<file path="config.mk">
export PLATFORM = sky130hd
export DESIGN_NAME = wkup_timer
export DESIGN_NICKNAME = d
export VERILOG_FILES = /design/src/rtl/wkup_pkg.sv /design/src/rtl/wkup_sync.sv /design/src/rtl/wkup_presc.sv /design/src/rtl/wkup_core.sv /design/src/rtl/wkup_timer.sv
export SDC_FILE = /design/constraint.sdc
export NUM_CORES = 1
export LEC_CHECK = 0
export ABC_AREA = 1
export ABC_CLOCK_PERIOD_IN_PS = 5580
export BUFFER_PORTS_ARGS = -buffer_cell sky130_fd_sc_hd__buf_4
export CAP_MARGIN = 5
export CELL_PAD_IN_SITES_DETAIL_PLACEMENT = 1
export CELL_PAD_IN_SITES_GLOBAL_PLACEMENT = 2
export CORE_ASPECT_RATIO = 0.8
export CORE_MARGIN = 3
export CORE_UTILIZATION = 31
export DETAILED_ROUTE_END_ITERATION = 16
export PLACE_DENSITY = 0.94
export SLEW_MARGIN = 20
export SYNTH_ARGS = -nofsm -noshare
export SYNTH_HDL_FRONTEND = slang
export SYNTH_HIERARCHICAL = 1
export SYNTH_SLANG_ARGS = --single-unit
</file>
<file path="constraint.sdc">
create_clock -name clk_i -period 5.58 [get_ports clk_i]
set_clock_uncertainty 0.05 [all_clocks]
set_input_delay 1.116 -clock clk_i [delete_from_list [all_inputs] [get_ports clk_i]]
set_output_delay 1.116 -clock clk_i [all_outputs]
set_load 0.02 [all_outputs]
</file>
<file path="src/rtl/wkup_pkg.sv">
package wkup_pkg;
  localparam int unsigned SEL_W   = 3;
  localparam int unsigned PRESC_W = 4;

  // last prescaler phase before a divided tick; 0 means undivided
  function automatic logic [PRESC_W-1:0] presc_last(input logic [SEL_W-1:0] sel);
    logic [PRESC_W-1:0] last;
    case (sel)
      3'd0:    last = 4'd15;
      3'd1:    last = 4'd7;
      3'd2:    last = 4'd3;
      3'd3:    last = 4'd1;
      default: last = 4'd0;
    endcase
    return last;
  endfunction
endpackage

</file>
<file path="src/rtl/wkup_sync.sv">
module wkup_sync #(
  parameter int unsigned SYNC_TICKS = 2
) (
  input  logic clk_i,
  input  logic rst_ni,
  input  logic run_q_i,
  input  logic start_i,
  input  logic tick_i,
  output logic wr_ok_o
);
  localparam int unsigned CW = (SYNC_TICKS < 2) ? 1 : $clog2(SYNC_TICKS);
  localparam logic [CW-1:0] LAST = CW'(SYNC_TICKS - 1);

  logic [CW-1:0] sc_q;

  always_ff @(posedge clk_i or negedge rst_ni) begin
    if (!rst_ni) begin
      wr_ok_o <= 1'b1;
      sc_q    <= '0;
    end else if (run_q_i || start_i) begin
      wr_ok_o <= 1'b0;
      sc_q    <= '0;
    end else if (!wr_ok_o && tick_i) begin
      if (sc_q == LAST) begin
        wr_ok_o <= 1'b1;
        sc_q    <= '0;
      end else begin
        sc_q <= sc_q + 1'b1;
      end
    end
  end

  p_ok_low_running_r4: assert property (@(posedge clk_i) disable iff (!rst_ni)
    run_q_i |-> !wr_ok_o);
  p_ok_rise_on_tick_r5: assert property (@(posedge clk_i) disable iff (!rst_ni)
    $rose(wr_ok_o) |-> $past(tick_i && !run_q_i));
endmodule

</file>
<file path="src/rtl/wkup_presc.sv">
module wkup_presc
  import wkup_pkg::*;
(
  input  logic             clk_i,
  input  logic             rst_ni,
  input  logic             run_q_i,
  input  logic             start_i,
  input  logic             tick_i,
  input  logic [SEL_W-1:0] sel_i,
  output logic             ce_o
);
  logic [PRESC_W-1:0] ph_q;
  logic [PRESC_W-1:0] last;

  assign last = presc_last(sel_i);
  assign ce_o = run_q_i && tick_i && (ph_q >= last);

  always_ff @(posedge clk_i or negedge rst_ni) begin
    if (!rst_ni)                ph_q <= '0;
    else if (start_i)           ph_q <= '0;
    else if (run_q_i && tick_i) ph_q <= ce_o ? '0 : ph_q + 1'b1;
  end

  p_phase_in_range_r7: assert property (@(posedge clk_i) disable iff (!rst_ni)
    run_q_i |-> ph_q <= last);
  p_phase_hold_r11: assert property (@(posedge clk_i) disable iff (!rst_ni)
    (!run_q_i && !start_i) |=> $stable(ph_q));
endmodule

</file>
<file path="src/rtl/wkup_core.sv">
module wkup_core #(
  parameter int unsigned RELOAD_W = 16
) (
  input  logic                clk_i,
  input  logic                rst_ni,
  input  logic                run_q_i,
  input  logic                start_i,
  input  logic                ce_i,
  input  logic [RELOAD_W-1:0] reload_i,
  input  logic                clr_i,
  output logic [RELOAD_W-1:0] cnt_o,
  output logic                flag_o
);
  logic expire;
  assign expire = run_q_i && ce_i && (cnt_o == '0);

  always_ff @(posedge clk_i or negedge rst_ni) begin
    if (!rst_ni)                cnt_o <= '0;
    else if (start_i)           cnt_o <= reload_i;
    else if (run_q_i && ce_i)   cnt_o <= (cnt_o == '0) ? reload_i : cnt_o - 1'b1;
  end

  always_ff @(posedge clk_i or negedge rst_ni) begin
    if (!rst_ni)     flag_o <= 1'b0;
    else if (expire) flag_o <= 1'b1;
    else if (clr_i)  flag_o <= 1'b0;
  end

  p_reload_at_zero_r8: assert property (@(posedge clk_i) disable iff (!rst_ni)
    (run_q_i && ce_i && cnt_o == '0 && !start_i) |=> (flag_o && cnt_o == $past(reload_i)));
  p_count_hold_r11: assert property (@(posedge clk_i) disable iff (!rst_ni)
    (!run_q_i && !start_i) |=> $stable(cnt_o));
  p_flag_clear_r9: assert property (@(posedge clk_i) disable iff (!rst_ni)
    (clr_i && !(run_q_i && ce_i && cnt_o == '0)) |=> !flag_o);
  p_flag_sticky_r9: assert property (@(posedge clk_i) disable iff (!rst_ni)
    (flag_o && !clr_i) |=> flag_o);
endmodule

</file>
<file path="src/rtl/wkup_timer.sv">
module wkup_timer
  import wkup_pkg::*;
#(
  parameter int unsigned RELOAD_W   = 16,
  parameter int unsigned SYNC_TICKS = 2
) (
  input  logic                clk_i,
  input  logic                rst_ni,
  input  logic                tick_i,
  input  logic                run_we_i,
  input  logic                run_i,
  input  logic                reload_we_i,
  input  logic [RELOAD_W-1:0] reload_i,
  input  logic                sel_we_i,
  input  logic [SEL_W-1:0]    sel_i,
  input  logic                flag_clr_i,
  output logic                run_o,
  output logic                wr_ok_o,
  output logic [RELOAD_W-1:0] reload_o,
  output logic [SEL_W-1:0]    sel_o,
  output logic [RELOAD_W-1:0] count_o,
  output logic                flag_o,
  output logic                irq_o
);
  logic start, cfg_open, ce;

  assign start    = run_we_i && run_i && !run_o;
  assign cfg_open = !run_o && wr_ok_o;

  always_ff @(posedge clk_i or negedge rst_ni) begin
    if (!rst_ni)       run_o <= 1'b0;
    else if (run_we_i) run_o <= run_i;
  end

  always_ff @(posedge clk_i or negedge rst_ni) begin
    if (!rst_ni) begin
      reload_o <= '0;
      sel_o    <= '0;
    end else begin
      if (reload_we_i && cfg_open) reload_o <= reload_i;
      if (sel_we_i && cfg_open)    sel_o    <= sel_i;
    end
  end

  wkup_sync #(.SYNC_TICKS(SYNC_TICKS)) u_sync (
    .clk_i(clk_i), .rst_ni(rst_ni), .run_q_i(run_o), .start_i(start),
    .tick_i(tick_i), .wr_ok_o(wr_ok_o)
  );

  wkup_presc u_presc (
    .clk_i(clk_i), .rst_ni(rst_ni), .run_q_i(run_o), .start_i(start),
    .tick_i(tick_i), .sel_i(sel_o), .ce_o(ce)
  );

  wkup_core #(.RELOAD_W(RELOAD_W)) u_core (
    .clk_i(clk_i), .rst_ni(rst_ni), .run_q_i(run_o), .start_i(start),
    .ce_i(ce), .reload_i(reload_o), .clr_i(flag_clr_i),
    .cnt_o(count_o), .flag_o(flag_o)
  );

  assign irq_o = flag_o;

  p_reload_gate_r2: assert property (@(posedge clk_i) disable iff (!rst_ni)
    (reload_o != $past(reload_o)) |-> $past(reload_we_i && !run_o && wr_ok_o));
  p_sel_gate_r3: assert property (@(posedge clk_i) disable iff (!rst_ni)
    (sel_o != $past(sel_o)) |-> $past(sel_we_i && !run_o && wr_ok_o));
  p_start_loads_r6: assert property (@(posedge clk_i) disable iff (!rst_ni)
    start |=> (count_o == $past(reload_o)));
endmodule

</file>
# After elaboration in Yosys (flattened, before gate mapping)

Index checks and enable logic that the tools add are counted.

Register bits after elaboration: 43
Input bits: 27
Logic and storage cells: 51

$add $sub $neg: 3
Order comparisons: 1
Equality and inequality tests: 3
Muxes and demuxes: 15
Reductions and logical operators: 21

Operators with widths:

| kind                  | count |
|---|---|
| $mux 16               | 3 |
| $logic_not 16->1      | 1 |
| $pmux 4 s4            | 1 |
| $sub 16x1->16 const B | 1 |
| $mux 4                | 3 |
| $logic_and 1x1->1     | 10 |
| $reduce_bool 2->1     | 5 |
| $mux 1                | 8 |
| $eq 3x2->1 const B    | 2 |
| $add 4x1->4 const B   | 1 |
| $ge 4x4->1            | 1 |
| $eq 3x1->1 const B    | 1 |
| $logic_not 3->1       | 1 |
| $logic_not 1->1       | 2 |
| $reduce_and 2->1      | 1 |
| $add 1x1->1 const B   | 1 |
| $logic_or 1x1->1      | 1 |

# Logic depth before layout (Yosys ltp)

Gate-level depths: netlist of the first run.

Depth after elaboration: 7
Mapped depth: 16
Depth with buffers taken out: 16

# Cells and area by module

Netlist of the first run, hierarchy kept.

By module, submodules not included:

| module     | instances | cells an instance | area an instance (um^2) | sequential area each (um^2) |
|---|---|---|---|---|
| wkup_core  | 1         | 211               | 1322.5                  | 425.4 |
| wkup_timer | 1         | 91                | 863.3                   | 500.5 |
| wkup_presc | 1         | 58                | 380.4                   | 100.1 |
| wkup_sync  | 1         | 11                | 96.3                    | 51.3 |

# Worst setup path before layout of the first run

No wires, ideal clock.

Kind: input port to flip-flop
Start point: input port run_we_i
End point: register u_core.cnt_o[2]
Library setup time: 0.118 ns
Arrival time: 2.184 ns
Data required time: 5.412 ns
Slack: 3.228 ns
Stages: 8
Cells stage by stage: nand2_1 -> nor2_1 -> inv_1 -> nand2_4 -> buf_6 -> nand2_1 -> nand3_1 -> nand2_1

Cells in the longest elaborated chain, start to end: 3

RTL lines:

| item                                                | line             | RTL |
|---|---|---|
| start: declaration                                  | wkup_timer.sv:10 | `input logic run_we_i,` |
| $logic_and 1x1->1 * (2 in series)                   | wkup_timer.sv:27 | `assign start = run_we_i && run_i && !run_o;` |
| via start                                           | wkup_timer.sv:25 | `logic start, cfg_open, ce;` |
| $mux 16 / $reduce_bool 2->1 (equally long branches) | -                |  |
| end signal: assignment                              | wkup_core.sv:19  | `else if (start_i) cnt_o <= reload_i;` |
| end signal: assignment                              | wkup_core.sv:20  | `else if (run_q_i && ce_i) cnt_o <= (cnt_o == '0) ? reload_i : cnt_o - 1'b1;` |
| end: declaration                                    | wkup_core.sv:11  | `output logic [RELOAD_W-1:0] cnt_o,` |

The timed path passes the listed nets; every way through them passes the cells marked *.
A chain may end at the register's enable or synchronous reset.

# Final worst setup path of the first run

Start point: register sel_o[2]
End point: register u_core.cnt_o[1]

Cells in the longest elaborated chain, start to end: 6

RTL lines:

| item                                 | line             | RTL |
|---|---|---|
| start: declaration                   | wkup_timer.sv:20 | `output logic [SEL_W-1:0] sel_o,` |
| start signal: assignment             | wkup_timer.sv:41 | `if (sel_we_i && cfg_open) sel_o <= sel_i;` |
| $eq 3x2->1 (tied with other cells)   | wkup_pkg.sv:8    | `case (sel)` |
| $pmux 4 s4 *                         | wkup_pkg.sv:8    |  |
| $ge 4x4->1 *                         | wkup_presc.sv:16 | `assign ce_o = run_q_i && tick_i && (ph_q >= last);` |
| $logic_and 1x1->1 *                  | wkup_presc.sv:16 |  |
| via ce                               | wkup_timer.sv:25 |  |
| $logic_and 1x1->1 *                  | wkup_core.sv:20  |  |
| $reduce_bool 2->1 (no source line) * | -                |  |

Marked as above.

==> results of run 1 <==
area by class of cell:
type,count,area share [%]
inverter,46,5.27
tap,108,4.12
multi-input combinational,270,40.2
sequential,43,32.9
timing repair buffer,65,14.9
clock inverter,2,0.382
clock buffer,6,2.21
report_power, final:
part           internal (mW)  total [mW]  leakage (nW)  switching (mW)
Clock                 0.0877       0.198        0.0412           0.110
Sequential             0.441       0.622         0.546           0.181
Combinational          0.372       0.952          1.19           0.580
Yosys cell counts (all sizes together):
| master | count | share of area, % |
|---|---|---|
| ha | 7 | 3.3 |
| clkbuf | 1 | 0.14 |
| o21ai | 9 | 1.7 |
| nor3 | 1 | 0.19 |
| nand3 | 29 | 6.6 |
| nand3b | 2 | 0.56 |
| a21oi | 9 | 1.8 |
| nand4 | 27 | 6.3 |
| nor2 | 34 | 5.9 |
| and2 | 2 | 0.66 |
| dfrtp | 42 | 39 |
| inv | 46 | 6.5 |
| xor2 | 1 | 0.33 |
| buf | 11 | 3.4 |
| nand2 | 146 | 21 |
| o22ai | 1 | 0.24 |
| xnor2 | 2 | 0.66 |
| dfstp | 1 | 0.99 |
cells in the final DEF, fill, tap and decap left out, types with 2 or more instances in the layout:
cell | netlist | layout
nand2_1 | 141 | 141
buf_4 | 4 | 65
dfrtp_1 | 42 | 42
inv_1 | 42 | 42
nand4_1 | 27 | 27
nor2_1 | 26 | 26
nand3_1 | 26 | 26
o21ai_0 | 8 | 8
a21oi_1 | 8 | 8
ha_1 | 7 | 7
nor2_2 | 6 | 6
clkbuf_8 | 0 | 5
inv_2 | 4 | 4
nand2_2 | 4 | 4
nand3_4 | 2 | 2
nor2_4 | 2 | 2
and2_4 | 2 | 2
nand3b_1 | 2 | 2
xnor2_1 | 2 | 2
routing by layer:
layer,vias up,GRT usage [%]
met3,4,3.10
met2,54,29.4
met1,1240,25.3
met5,-,0
li1,1299,-
met4,0,2.83
per-stage QoR:
stage,instance area [µm²],util (%)
2_1_floorplan,2660,-
3_3_place_gp,3190,39.3
3_5_place_dp,3190,39.3
4_1_cts,3280,40.3
5_1_grt,3280,40.3
6_report,3280,40.3
how the worst min path moves through the flow:
stage / startpoint / endpoint / slack, ps / cells after the start
final: reload_o[8] / reload_o[8] / 460 / 2
after global placement: reload_o[8] / reload_o[8] / 440 / 2
after detailed placement: sel_o[1] / sel_o[1] / 450 / 2
after CTS: reload_o[8] / reload_o[8] / 480 / 2
after floorplan: u_presc/ph_q[3] / u_presc/ph_q[3] / 450 / 2
after global routing: reload_o[11] / reload_o[11] / 510 / 2
sequential cells by signal (all words and copies together) (netlist names):
signal	count
reload_o	16
run_o	1
sel_o	3
u_core/cnt_o	16
u_core/flag_o	1
u_presc/ph_q	4
u_sync/sc_q	1
u_sync/wr_ok_o	1
cell families (layout without fill, tap and decap cells):
kind of cell               count (synthesis)  count (layout)  synth area share, %
xor gates and xnor gates                   3               3                0.987
and+or+nand+nor                          241             241                 41.5
AOI/OAI and AO/OA                         19              19                 3.76
buffers and inverters                     58             119                 10.0
adders and majority gates                  7               7                 3.29
DFF                                       43              43                 40.5
critical path: stages, from the launching register on:
cell and delay (ps):
dfrtp_1 410, nor2_1 180, nand2_1 80, ha_1 330, a21oi_2 200, nand3_1 130, nand2_2 90, inv_2 40
nand2_1 70, inv_1 50, nor2_2 560, inv_1 460, nand3_1 200, o21ai_0 90
==> reports/metrics.yaml, run 1 <==
fillers: 1062
fin_crit_sh_pct: 55.2
start_kind: "flip-flop"
crit_type: "reg -> reg"
routedWlPerCell_um: 15.1
status: "finished, final reports clean"
finalHoldWorstSlack_ps: 462
grt_setup_unrepaired: "false"
cts_setup_buffers: 0
cts_resized: 0
drc: 0
netlist_instances: 371
numCtsBuffers: 5
total_leakage_power_nw: 1.77
core_area_mm2: 0.00813
holdCritPathClass: "reg -> reg"
multi_input_area_mm2: 0.00132
wirelength_met1_mm: 4.10
top_layer_used: "met4"
gr-total-overflow: 0
yosys_register_bits: 43
cts_root_buf: "clkbuf_8"
crit_required_ps: 5690
yosys_warnings: 6
max_slew_margin_pct: 50.7
crit_fanout: 18
grt_max_degree: 44
hold_viol: 0
via_count: 2597
cts_tree: "yes"
timing.fmax_mhz: 325
syn_area_mm2: 0.00266
io_buffers: 65
finish.net_count: 465
rr_endpoint: "u_core/cnt_o[1]"
drtPass1Iterations: 4
grt_first_pass_wirelength_mm: 13.8
cts_buffer_depth: 2
tns_ps: 0
placedCellCount: 532
diodes: 0
finalPower_mw: 1.77
reg2reg_from: "sel_o[2]"
dr_wl_met2_mm: 3.69
fin_cells: 540
syn-num-nets: 405
fp-row-count: 29
die_y_um: 88.9
grt_pass1_vias: 2756
seqCellArea_mm2: 0.00108
vias_per_cell: 4.81
cp-endpoint: "u_core/cnt_o[1]"
worstSetupStartpoint: "sel_o[2]"
antenna_found_initial: 0
synth.distinct_cells: 29
ctsHtreeMaxLevel: 2
ir_worst_vdd_mv: 0.201
area_growth_pct: 23.1
arrival_ps: 3190
maxCapViolCount: 0
grt_usage_pct: 17.9
detail-route-antenna-nets: 0
gp_congestion: 0.826
die_area_mm2: 0.00974
rr_worst_depth: 13
dp_hpwl_mm: 6.36
setup_ws_ps: 2500
drive_above_1_share_pct: 22.2
cts_sinks: 43
routed_wl_mm: 8.14
setup_viol: 0
synth_seq_area_share_pct: 40.5
start_util_pct: 32.8
worst_setup_path_end_kind: "flip-flop"
place_ws_ps: 2430
clkTransAtPathRegs_ps: 90
final.min_clock_period_ps: 3080
tightest_slew_ps: 738
drtIter0Drc: 98
route.met3.wl_um: 305
drv_slew: 0
r2r_slack_ps: 2500
die_w_um: 110
synth_area_per_cell_um2: 7.18
ios: 66
powerDensity_mw_per_mm2: 541
cts_hold_buf: 0
clk_latency_ps: 290
(Power assumes the default switching activity.)
==> inputs of run 2 (changes only) <==
ABC_CLOCK_PERIOD_IN_PS = 2500   (was 5580)
CORE_UTILIZATION = 26   (was 31)
PLACE_DENSITY = 0.85   (was 0.94)
clock period = 2.5 ns   (was 5.58 ns; I/O delays follow)
==> reports/metrics.yaml, run 2 (synthesis results as in run 1) <==
status: "finished, final reports clean"
fp-row-count: 32
setup_viol: 0
worst_setup_path_end_kind: "flip-flop"
antenna_found_initial: 0
layout_common_cells: "nand2_1 (141), buf_4 (68), dfrtp_1 (42)"
cts_buffer_depth: 2
drtPass1Iterations: 4
die_w_um: 119
total_leakage_power_nw: 1.82
cts_root_buf: "clkbuf_16"
clk_latency_ps: 290
via_count: 2655
die_area_mm2: 0.0115
finalHoldWorstSlack_ps: 146
start_kind: "flip-flop"
postPlaceCellArea_mm2: 0.00324
drive_above_1_share_pct: 23.9
crit_type: "reg -> reg"
grt_first_pass_wirelength_mm: 13.8
final_common_cell: "nand2_1"
final_cell_area_mm2: 0.00344
cts_tree: "yes"
detail-route-antenna-nets: 0
drtIter0Drc: 90
routed_wl_mm: 8.53
gr-total-overflow: 0
die_y_um: 96.5
grt_usage_pct: 15.0
core_area_mm2: 0.00981
tightest_slew_ps: 567
clkTransAtPathRegs_ps: 70
crit_fanout: 8
finish.net_count: 470
cts_sinks: 43
crit_required_ps: 2610
ctsHtreeMaxLevel: 2
grt_max_degree: 44
placedCellCount: 562
ir_worst_vdd_mv: 0.397
tns_ps: 0
final.min_clock_period_ps: 2330
powerDensity_mw_per_mm2: 1230
fin_crit_sh_pct: 93.3
largestRegisters: "reload_o x16, u_core/cnt_o x16, u_presc/ph_q x4"
arrival_ps: 2440
area_growth_pct: 29.0
max_slew_margin_pct: 62.2
routedWlPerCell_um: 14.9
drv_slew: 0
vias_per_cell: 4.64
fin_cells: 572
io_buffers: 65
ios: 66
start_util_pct: 27.1
gp_congestion: 0.861
timing.fmax_mhz: 429
dp_hpwl_mm: 6.49
fillers: 1247
numCtsBuffers: 5
drc: 0
grt_pass1_vias: 2787
maxCapViolCount: 0
hold_viol: 0
diodes: 0
holdCritPathClass: "in -> async"
run 2: changes by cell type in the layout (fill, tap and decap cells not counted), sizes merged:
cell,before,now
inv,46,45
buf,65,69
clkinvlp,1,2
run 2: power by group:
group	internal, mW	leakage (nW)	total (mW)	switching (mW)
Combinational	0.861	1.20	2.18	1.31
Sequential	0.988	0.546	1.40	0.414
Clock	0.390	0.0727	0.658	0.267
run 2: path summary, 6_finish.rpt:
kind | start | endpoint | slack [ps] | cells after the start
setup / recovery | sel_o[1] | u_core/cnt_o[1] | 170 | 13
hold / removal | rst_ni | u_core/cnt_o[13] | 150 | 1
setup reg to reg | sel_o[1] | u_core/cnt_o[1] | 170 | 13
hold reg to reg | sel_o[0] | sel_o[0] | 450 | 2
max in group asynchronous | rst_ni | u_core/cnt_o[0] | 1850 | 1
min in group clk_i | flag_clr_i | u_core/flag_o | 370 | 2
run 2: layout make-up:
class / instances / area, µm² / area share, %
multi-input combinational: 270 / 1340 / 39.0
sequential: 43 / 1080 / 31.4
timing repair buffer: 69 / 522 / 15.2
inverter: 46 / 176 / 5.13
tap: 136 / 170 / 4.95
clock buffer: 6 / 139 / 4.04
timing repair inverter: 1 / 7.51 / 0.218
clock inverter: 1 / 5.00 / 0.146
run 2: stage by stage:
stage | utilization, % | total power [mW] | setup WS (ps)
after floorplan | - | 2.68 | 205
after global placement | 33.0 | 3.49 | 189
after detailed placement | 33.0 | 3.55 | 43.0
after CTS | 34.5 | 4.23 | 32.2
after global routing | 35.0 | 4.60 | -25.3
final | 35.0 | 4.24 | 167
run 2: what timing repair did:
action | CTS | global route
hold buffers | 0 | 0
resized for setup | 0 | 6
buffers inserted | 0 | 2
setup endpoints to repair | 0 | 16
run 2: worst max-delay path, stage by stage, from the launching register on:
cell and delay (ps):
dfrtp_1 410, nor2_2 170, nand2_1 120, ha_4 240, a21oi_2 180, nand3_1 130
nand2_2 90, inv_2 40, nand2_1 70, inv_1 70, nor2_4 200, clkinvlp_4 220
nand3_1 130, o21ai_0 80
run 2: routing by layer:
| layer | track usage [%] | vias up | share of wire, % |
|---|---|---|---|
| met5 | 0 | - | 0 |
| met4 | 4.34 | 0 | 1.5 |
| met3 | 2.44 | 12 | 3.9 |
| met2 | 24.5 | 71 | 45 |
| met1 | 20.6 | 1265 | 49 |
| li1 | - | 1307 | - |
==> inputs of run 3 (changes only) <==
ABC_AREA = 0   (was 1)
ABC_CLOCK_PERIOD_IN_PS = 2400   (was 2500)
CORE_UTILIZATION = 32   (was 26)
PLACE_DENSITY = 0.89   (was 0.85)
SLEW_MARGIN = 10   (was 20)
clock period = 2.4 ns   (was 2.5 ns; I/O delays follow)
==> reports/metrics.yaml, run 3 <==
status: "finished with violations"
violations: "setup timing"
grt_first_pass_wirelength_mm: 12.7
crit_fanout: 6
async_flop_share_pct: 100
start_util_pct: 33.8
start_kind: "flip-flop"
reg2reg_from: "sel_o[1]"
ctsHtreeMaxLevel: 2
io_buffers: 65
crit_type: "reg -> reg"
powerDensity_mw_per_mm2: 1190
crit_required_ps: 2540
synth_seq_area_share_pct: 45.1
vias_per_cell: 5.43
syn_area_mm2: 0.00239
total_leakage_power_nw: 1.59
synth-simple-area-share_pct: 20.8
worst_setup_path_end_kind: "flip-flop"
netlist_instances: 224
cts_sinks: 43
worstSetupStartpoint: "sel_o[1]"
max_slew_margin_pct: 52.9
cts_hold_buf: 0
antenna_found_initial: 0
synth_area_per_cell_um2: 10.7
synth_top_area_share_pct: 44.0
die_w_um: 103
dr_wl_met2_mm: 3.78
setup_ws_ps: -58.9
arrival_ps: 2600
finish.net_count: 355
synth-compound-area-share_pct: 14.0
synthAdderAreaFrac_pct: 3.67
holdCritPathClass: "in -> async"
yosys_warnings: 6
diodes: 0
route.met3.wl_um: 313
grt_usage_pct: 19.0
fin_crit_sh_pct: 102
drc: 0
grt_setup_unrepaired: "true"
drtIter0Drc: 90
routedWlPerCell_um: 19.2
routed_wl_mm: 7.86
grt_max_degree: 44
timing.fmax_mhz: 407
dp_hpwl_mm: 5.79
drive_above_1_share_pct: 51.6
synth-edff-count: 0
hold_viol: 0
cts_tree: "yes"
top_layer_used: "met4"
area_growth_pct: 47.4
clkTransAtPathRegs_ps: 90
synth-xor-area-share_pct: 0.367
syn-num-nets: 258
cts_root_buf: "clkbuf_8"
detail-route-antenna-nets: 0
postPlaceCellArea_mm2: 0.00320
synth.distinct_cells: 52
numCtsBuffers: 5
synthFlopType: "dfrtp_1"
tightest_slew_ps: 703
layout_common_cells: "buf_4 (94), dfrtp_1 (40), nand2_1 (17)"
ios: 66
setup_viol: 4
drtPass1Iterations: 4
synth_most_common_cell: "dfrtp_1"
synth.area.mux_share_pct: 12.7
final_cell_area_mm2: 0.00352
final_common_cell: "buf_4"
drv_slew: 0
core_area_mm2: 0.00706
synth_area_leaders: "dfrtp_1 (44%), mux2_4 (6.3%), mux2_2 (4.7%)"
gp_congestion: 0.856
largestRegisters: "reload_o x16, u_core/cnt_o x16, u_presc/ph_q x4"
ir_worst_vdd_mv: 0.542
maxCapViolCount: 0
synth_top_cells_by_count: "dfrtp_1 (42), nand2_1 (20), o21ai_0 (14), mux2_2 (10), mux2_4 (10)"
final.min_clock_period_ps: 2460
via_count: 2222
r2r_slack_ps: -60
rr_endpoint: "u_core/cnt_o[4]"
grt_pass1_vias: 2364
synth_largest_area_cell: "dfrtp_1"
clk_latency_ps: 310
die_area_mm2: 0.00854
yosys_register_bits: 43
rr_worst_depth: 10
cts_buffer_depth: 2
fp-row-count: 27
wirelength_met1_mm: 3.71
die_y_um: 83.3
synth_top_family_by_area: "simple AND/OR/NAND/NOR gates"
gr-total-overflow: 0
place_ws_ps: -129
tns_ps: -144
-- run 3: cell count changes in the layout (fill, tap and decap cells not counted), sizes merged, moves of 20 or more --
cell   previous run  this run
mux2              0        20
nand3            29         5
nand2           146        20
inv              45         9
nand4            27         2
buf              69        99
nor2             34         8
-- run 3: logic make-up after synthesis --
| family | after synthesis |
|---|---|
| adders and majority gates | 7 |
| xor gates and xnor gates | 1 |
| buffers and inverters | 18 |
| muxes | 24 |
| AOI/OAI and AO/OA | 50 |
| DFF | 43 |
| and+or+nand+nor | 81 |
-- run 3: area by class of cell --
| type | instances | area [µm²] |
|---|---|---|
| Clock buffer | 5 | 68.8 |
| Clock inverter | 3 | 67.6 |
| Fill cell | 787 | 3540 |
| Inverter | 9 | 33.8 |
| Multi-Input combinational cell | 163 | 1400 |
| Sequential cell | 43 | 1080 |
| Tap cell | 87 | 109 |
| Timing Repair Buffer | 99 | 762 |
-- run 3: metal layers --
layer | up-vias | global-route usage, %
li1 | 1033 | -
met1 | 1125 | 27.3
met2 | 59 | 29.3
met3 | 5 | 3.36
met4 | 0 | 4.65
met5 | - | 0
-- run 3: how the worst max path moves through the flow --
stage / endpoint / slack (ps)
floorplan: u_core/cnt_o[10] / -20
global placement: u_core/cnt_o[3] / 7
detailed placement: u_core/cnt_o[5] / -130
CTS: u_core/cnt_o[5] / -30
global route: u_core/cnt_o[4] / -150
finish: u_core/cnt_o[4] / -60
-- run 3: timing repair --
action,4_1_cts,5_1_grt
setup endpoints to repair,11,16
pin swaps,6,5
resized for setup,9,24
buffers inserted,2,3
cloned,0,0
-- run 3: per-stage QoR --
stage | hold WS (ps) | power (mW) | cells | utilization, %
floorplan | 134 | 2.40 | 224 | -
detailed placement | 472 | 3.31 | 397 | 45.3
finish | 109 | 4.20 | 409 | 49.8
global route | 143 | 4.49 | 409 | 49.8
CTS | 132 | 4.08 | 406 | 48.0
global placement | 455 | 3.21 | 397 | 45.3
-- run 3: power breakdown --
group          total [mW]  switching, mW  internal [mW]
logic                2.15           1.06           1.09
clock network       0.696          0.281          0.415
registers            1.36          0.345           1.02
total                4.20           1.68           2.52
-- run 3: worst max-delay path, stage by stage, from the launching register on --
cell	delay, ps
dfrtp_2	420
or3_4	400
ha_4	260
o21a_1	120
nor2_2	60
nor3_4	180
nand2_2	120
buf_4	150
buf_6	120
o21a_1	180
o32a_1	280
